## src/rtl/sup_pkg.sv

```systemverilog
package sup_pkg;

    typedef enum logic [2:0] {
        ST_ACTIVE,
        ST_SOLO,
        ST_HANDOVER,
        ST_OFFLINE,
        ST_RESET,
        ST_SYNC_WAIT,
        ST_ARM
    } sup_state_e;

    localparam logic [1:0] STAT_RECOV   = 2'b00;
    localparam logic [1:0] STAT_OFFLINE = 2'b01;
    localparam logic [1:0] STAT_ACTIVE  = 2'b10;

endpackage

```

## src/rtl/sup_cycle_timer.sv

```systemverilog
module sup_cycle_timer #(
    parameter int unsigned LIMIT = 8
) (
    input  logic clk,
    input  logic rst_n,
    input  logic run,
    output logic expired
);
    localparam int unsigned CW = (LIMIT < 2) ? 1 : $clog2(LIMIT + 1);
    localparam logic [CW-1:0] LAST = CW'(LIMIT - 1);

    logic [CW-1:0] cnt;

    assign expired = run && (cnt == LAST);

    always_ff @(posedge clk) begin
        if (!rst_n) begin
            cnt <= '0;
        end else if (!run) begin
            cnt <= '0;
        end else if (!expired) begin
            cnt <= cnt + 1'b1;
        end
    end

endmodule

```

## src/rtl/sup_seed_reg.sv

```systemverilog
module sup_seed_reg #(
    parameter int unsigned DUTY_W     = 8,
    parameter logic [DUTY_W-1:0] DUTY_RESET = '0
) (
    input  logic              clk,
    input  logic              rst_n,
    input  logic              load_peer,
    input  logic              load_default,
    input  logic [DUTY_W-1:0] peer_duty,
    output logic [DUTY_W-1:0] seed,
    output logic              seed_valid
);
    always_ff @(posedge clk) begin
        if (!rst_n) begin
            seed       <= DUTY_RESET;
            seed_valid <= 1'b0;
        end else begin
            seed_valid <= load_peer || load_default;
            if (load_peer) begin
                seed <= peer_duty;
            end else if (load_default) begin
                seed <= DUTY_RESET;
            end
        end
    end

    AST_SEED_ONE_CYCLE: assert property (@(posedge clk) disable iff (!rst_n)
        seed_valid |=> !seed_valid);

endmodule

```

## src/rtl/sup_fsm.sv

```systemverilog
module sup_fsm
    import sup_pkg::*;
(
    input  logic       clk,
    input  logic       rst_n,
    input  logic       mode_resync,
    input  logic       local_upset,
    input  logic       reconf_done,
    input  logic       pwm_wrap,
    input  logic [1:0] peer_status,
    input  logic       peer_xfer_strobe,
    input  logic       watch_expired,
    input  logic       hold_expired,
    output logic       watch_run,
    output logic       hold_run,
    output logic       load_peer,
    output logic       load_default,
    output logic [1:0] local_status,
    output logic       reconf_req,
    output logic       gate_oe,
    output logic       xfer_strobe
);
    sup_state_e state_q, state_d;

    logic peer_offline;
    logic peer_recov;

    assign peer_offline = (peer_status == STAT_OFFLINE);
    assign peer_recov   = (peer_status == STAT_RECOV);

    // State register
    always_ff @(posedge clk) begin
        if (!rst_n) begin
            state_q <= ST_ACTIVE;
        end else begin
            state_q <= state_d;
        end
    end

    // Next state and timer control
    always_comb begin
        state_d      = state_q;
        load_peer    = 1'b0;
        load_default = 1'b0;
        watch_run    = 1'b0;
        hold_run     = 1'b0;
        unique case (state_q)
            ST_ACTIVE: begin
                watch_run = peer_offline && !local_upset;
                if (local_upset) begin
                    state_d = ST_OFFLINE;
                end else if (watch_expired) begin
                    state_d = ST_SOLO;
                end
            end
            ST_SOLO: begin
                if (local_upset) begin
                    state_d = ST_OFFLINE;
                end else if (peer_recov) begin
                    state_d = mode_resync ? ST_HANDOVER : ST_RESET;
                end
            end
            ST_HANDOVER: begin
                state_d = local_upset ? ST_OFFLINE : ST_ACTIVE;
            end
            ST_OFFLINE: begin
                if (reconf_done) begin
                    state_d = ST_RESET;
                end
            end
            ST_RESET: begin
                hold_run = !local_upset;
                if (local_upset) begin
                    state_d = ST_OFFLINE;
                end else if (hold_expired) begin
                    state_d = ST_SYNC_WAIT;
                end
            end
            ST_SYNC_WAIT: begin
                if (local_upset) begin
                    state_d = ST_OFFLINE;
                end else if (peer_xfer_strobe) begin
                    state_d   = ST_ARM;
                    load_peer = 1'b1;
                end else if (!mode_resync && peer_recov) begin
                    state_d      = ST_ARM;
                    load_default = 1'b1;
                end
            end
            ST_ARM: begin
                if (local_upset) begin
                    state_d = ST_OFFLINE;
                end else if (pwm_wrap) begin
                    state_d = ST_ACTIVE;
                end
            end
            default: state_d = ST_OFFLINE;
        endcase
    end

    // Output decode
    always_comb begin
        local_status = STAT_OFFLINE;
        reconf_req   = 1'b0;
        gate_oe      = 1'b0;
        xfer_strobe  = 1'b0;
        unique case (state_q)
            ST_ACTIVE: begin
                local_status = STAT_ACTIVE;
                gate_oe      = 1'b1;
            end
            ST_SOLO: begin
                local_status = STAT_ACTIVE;
                gate_oe      = 1'b1;
                reconf_req   = 1'b1;
            end
            ST_HANDOVER: begin
                local_status = STAT_ACTIVE;
                gate_oe      = 1'b1;
                xfer_strobe  = 1'b1;
            end
            ST_OFFLINE, ST_RESET: begin
                local_status = STAT_OFFLINE;
            end
            ST_SYNC_WAIT, ST_ARM: begin
                local_status = STAT_RECOV;
            end
            default: local_status = STAT_OFFLINE;
        endcase
    end

    AST_REQ_AFTER_OFFLINE: assert property (@(posedge clk) disable iff (!rst_n)
        $rose(reconf_req) |-> $past(peer_status) == STAT_OFFLINE);

    AST_REQ_HELD: assert property (@(posedge clk) disable iff (!rst_n)
        (reconf_req && peer_offline && !local_upset) |=> reconf_req);

    AST_UPSET_FLOATS: assert property (@(posedge clk) disable iff (!rst_n)
        local_upset |=> (!gate_oe && !reconf_req && local_status == STAT_OFFLINE));

    AST_HANDOVER_AFTER_RECOV: assert property (@(posedge clk) disable iff (!rst_n)
        $rose(xfer_strobe) |-> $past(peer_status) == STAT_RECOV);

    AST_OE_AT_BOUNDARY: assert property (@(posedge clk) disable iff (!rst_n)
        $rose(gate_oe) |-> $past(pwm_wrap));

endmodule

```

## src/rtl/redundant_supervisor.sv

```systemverilog
module redundant_supervisor
    import sup_pkg::*;
#(
    parameter int unsigned DUTY_W         = 8,
    parameter int unsigned TIMEOUT_CYCLES = 8,
    parameter int unsigned RESET_CYCLES   = 4,
    parameter logic [DUTY_W-1:0] DUTY_RESET = DUTY_W'(64)
) (
    input  logic              clk,
    input  logic              rst_n,
    input  logic              mode_resync,
    input  logic              local_upset,
    input  logic              reconf_done,
    input  logic              pwm_wrap,
    input  logic [DUTY_W-1:0] duty_live,
    input  logic [1:0]        peer_status,
    input  logic              peer_xfer_strobe,
    input  logic [DUTY_W-1:0] peer_xfer_duty,
    output logic [1:0]        local_status,
    output logic              reconf_req,
    output logic              gate_oe,
    output logic              xfer_strobe,
    output logic [DUTY_W-1:0] xfer_duty,
    output logic [DUTY_W-1:0] duty_seed,
    output logic              duty_seed_valid
);
    logic watch_run, watch_expired;
    logic hold_run, hold_expired;
    logic load_peer, load_default;

    sup_cycle_timer #(.LIMIT(TIMEOUT_CYCLES)) u_watch (
        .clk     (clk),
        .rst_n   (rst_n),
        .run     (watch_run),
        .expired (watch_expired)
    );

    sup_cycle_timer #(.LIMIT(RESET_CYCLES)) u_hold (
        .clk     (clk),
        .rst_n   (rst_n),
        .run     (hold_run),
        .expired (hold_expired)
    );

    sup_fsm u_fsm (
        .clk              (clk),
        .rst_n            (rst_n),
        .mode_resync      (mode_resync),
        .local_upset      (local_upset),
        .reconf_done      (reconf_done),
        .pwm_wrap         (pwm_wrap),
        .peer_status      (peer_status),
        .peer_xfer_strobe (peer_xfer_strobe),
        .watch_expired    (watch_expired),
        .hold_expired     (hold_expired),
        .watch_run        (watch_run),
        .hold_run         (hold_run),
        .load_peer        (load_peer),
        .load_default     (load_default),
        .local_status     (local_status),
        .reconf_req       (reconf_req),
        .gate_oe          (gate_oe),
        .xfer_strobe      (xfer_strobe)
    );

    sup_seed_reg #(.DUTY_W(DUTY_W), .DUTY_RESET(DUTY_RESET)) u_seed (
        .clk          (clk),
        .rst_n        (rst_n),
        .load_peer    (load_peer),
        .load_default (load_default),
        .peer_duty    (peer_xfer_duty),
        .seed         (duty_seed),
        .seed_valid   (duty_seed_valid)
    );

    assign xfer_duty = xfer_strobe ? duty_live : '0;

    AST_SEED_WHILE_FLOATING: assert property (@(posedge clk) disable iff (!rst_n)
        duty_seed_valid |-> !gate_oe);

endmodule

```

## config.mk

```make
export PLATFORM = sky130hd
export DESIGN_NAME = redundant_supervisor
export DESIGN_NICKNAME = d
export VERILOG_FILES = /design/src/rtl/sup_pkg.sv /design/src/rtl/sup_cycle_timer.sv /design/src/rtl/sup_seed_reg.sv /design/src/rtl/sup_fsm.sv /design/src/rtl/redundant_supervisor.sv
export SDC_FILE = /design/constraint.sdc
export NUM_CORES = 1
export LEC_CHECK = 0
export ABC_AREA = 1
export CAP_MARGIN = 5
export CORE_MARGIN = 5
export CORE_UTILIZATION = 30
export CTS_CLUSTER_SIZE = 30
export DETAILED_ROUTE_END_ITERATION = 10
export DONT_BUFFER_PORTS = 1
export GPL_TIMING_DRIVEN = 0
export PLACE_DENSITY = 0.47
export SYNTH_ARGS = -nofsm -noshare
export SYNTH_HDL_FRONTEND = slang
export SYNTH_SLANG_ARGS = --single-unit
export TNS_END_PERCENT = 50
```

## constraint.sdc

```tcl
create_clock -name clk -period 2.8 [get_ports clk]
set_clock_uncertainty 0.15 [all_clocks]
set_input_delay 0.42 -clock clk [delete_from_list [all_inputs] [get_ports clk]]
set_output_delay 0.42 -clock clk [all_outputs]
set_load 0.02 [all_outputs]
```

==> flow_summary.toml <==
[place]
finalWeightedCongestion = 0.7660
dp_hpwl_mm = 2.176
dpl.cell_count = 213
portBuffers = 0

[flow_run]
drv_cap = 0

[yosys]
ys_seq_elements = 19
synth.avg_cell_area_um2 = 6.612
ys_warn_count = 0
syn_area_um2 = 1091
ys.flop_type = "dfxtp_1"
ys_top_cells_by_area = "dfxtp_1, nand2_1, nor2_1"
yosysUniqueCellTypes = 25
synth_edf_count = 0
synth.most_common_cell = "nand2_1"
yosys-top-cells-count = "nand2_1, nor2_1, inv_1"
postSynth.asyncResetShare_pct = 0
postSynthNetCount = 193
yosysSeqAreaShare_pct = 34.86
yosysTopAreaCell = "dfxtp_1"
synthCells = 165
yosysTopAreaCellShare_pct = 34.86

[critical_path]
r2r-start = "u_hold.cnt[0]$_SDFFE_PN0N_"
cp_max_fo = 9
crit_type = "register to output port"
crit_required_ps = 2230
crit_path_start = "u_fsm.state_q[1]$_SDFFE_PN0P_"
worst_setup_path_end_kind = "output port"
critPathLaunchType = "register"
cp.arrival_ps = 1520

[power_and_ir_drop]
p_per_area_nw_per_um2 = 697.4
p_leak_nw = 0.5524
p_seq_share_pct = 40.3
power_mw = 0.8211
ir_worst_vdd_mv = 0.2024
power_frac_comb_pct = 43.2
switching_share_pct = 46.07
p_int_mw = 0.4429
clkPwrFrac_pct = 16.5
p_sw_mw = 0.3783

[sta]
fin_crit_ps = 2095
timing_hold_violations_final = 0
fmax_ghz = 0.4774
rsz0062_at_grt = "no"
worstMarginPinSlew_ps = 447.5
drv_slew = 0
post-route-period-util_pct = 74.81
finalSetupViolCount = 0
setup-tns-final_ps = 0
slew_headroom_pct = 70.06

[clock_tree]
postCtsHoldBufs = 0
cts_htree_levels = 1
numCtsBuffers = 3
path_clk_slew_ps = 100
cts_resized = 0
cts-root-buf = "clkbuf_4"
clock-sinks = 19
cts_setup_buffers = 0
cts_buffer_depth = 2
worst_skew_pair.late_latency_ps = 290
cts_tree = "built"

[min_path]
holdCritStartpoint = "rst_n"
hp-class = "input pin to register"

[routing]
dr.pass1.iters = 4
drt-wirelength-per-cell_um = 12.20
antenna_left = 0
drc = 0
vias = 1034
vias_per_cell = 4.765
routed_wl_mm = 2.648
first_iter_violations = 67

[floorplanning]
initial_core_util_pct = 30.49
row_count = 22
die_x_um = 70.31
die_area_um2 = 4943
die_height_um = 70.31
design.core.area_um2 = 3578
io_pins = 47

[finish]
diodes = 0
multi_input_area_um2 = 594.3
layout.nets = 198
fillers = 403
drive_above_1_share_pct = 10.65
fin_cells = 217
ff_latch_area_um2 = 380.4
area_delta_synth_final_pct = 7.913

[global_routing]
grt_use_total_pct = 10.85
grt_pass1_vias = 1015
grt_overflow = 0
grt_max_degree = 11
antenna_found_initial = 0
grt_pass1_wl_mm = 4.381

[run_status]
status = "finished clean"
-- cell usage in the layout (no fill, tap or decap), types with 2 or more instances in the layout --
cell type / Yosys / final
nand4_1: 3 / 3
nor2_1: 34 / 34
xor2_1: 2 / 2
a211oi_1: 3 / 3
a21oi_1: 9 / 9
nand3_1: 7 / 7
inv_1: 22 / 22
nor2_4: 3 / 3
nand2_1: 38 / 38
clkinv_1: 4 / 4
clkbuf_4: 0 / 3
dfxtp_1: 19 / 19
o21ai_0: 2 / 2
ha_1: 3 / 3
inv_2: 3 / 3
nor3_1: 2 / 2
o21ai_2: 2 / 2
-- critical path, stage by stage, from the launching register on --
cell,delay (ps)
dfxtp_1,410
inv_1,130
nor2_1,140
nand2_1,180
nor2_1,370
-- stage by stage --
step | area (um2) | utilization, % | setup WS [ps] | hold WS, ps
finish | 1177 | 32.90 | 705.3 | 86.67
global route | 1177 | 32.90 | 513.4 | 57.96
CTS | 1177 | 32.90 | 661.2 | 71.97
detailed placement | 1151 | 32.17 | 1010 | 330.3
global placement | 1151 | 32.17 | 1039 | 316.4
floorplan | 1091 | - | 1176 | 300.9
-- cells by family (layout without fill, tap and decap cells) --
group / Yosys count / in the layout / share of synthesized area [%]
AOI/OAI and AO/OA: 17 / 17 / 9.404
adders and majority gates: 3 / 3 / 3.441
and+or+nand+nor: 93 / 93 / 39.22
xor gates and xnor gates: 3 / 3 / 2.409
buffers and inverters: 30 / 34 / 10.66
DFF: 19 / 19 / 34.86
-- layer usage --
| layer | vias to the layer above | track usage [%] | share of wire (%) |
|---|---|---|---|
| met5 | - | 0 | 0 |
| met4 | 0 | 4.043 | 1.2 |
| met3 | 4 | 5.468 | 12 |
| met2 | 47 | 17.78 | 45 |
| met1 | 461 | 11.94 | 42 |
| li1 | 522 | - | - |
-- power groups by stage --
stage | combinational (mW) | clock, mW | sequential [mW]
final | 0.354 | 0.136 | 0.331
after global routing | 0.401 | 0.158 | 0.335
after CTS | 0.358 | 0.146 | 0.331
after detailed placement | 0.356 | 0 | 0.337
after global placement | 0.356 | 0 | 0.336
after floorplan | 0.307 | 0 | 0.328
-- registers in the layout, summed over array words and instances, names as in the netlist --
| name | count |
|---|---|
| u_seed.seed | 8 |
| u_watch.cnt | 4 |
| u_fsm.state_q | 3 |
| u_hold.cnt | 3 |
| u_seed.seed_valid | 1 |
-- final timing paths --
check                                  end  slack, ps  cells after the start
min reg2reg    u_watch.cnt[3]$_SDFFE_PN0N_        340                      2
min          u_fsm.state_q[2]$_SDFFE_PN0P_         90                      2
max reg2reg  u_fsm.state_q[1]$_SDFFE_PN0P_       1100                     10
max                           xfer_duty[0]        710                      4
-- cell type report --
class                           instances  share of cell area [%]
Inverter                               29                   9.245
Tap cell                               48                   5.101
Sequential cell                        19                   32.31
Multi-Input combinational cell        116                   50.48
Buffer                                  1                  0.6376
Clock buffer                            4                   2.232
(Power assumes the default switching activity.)
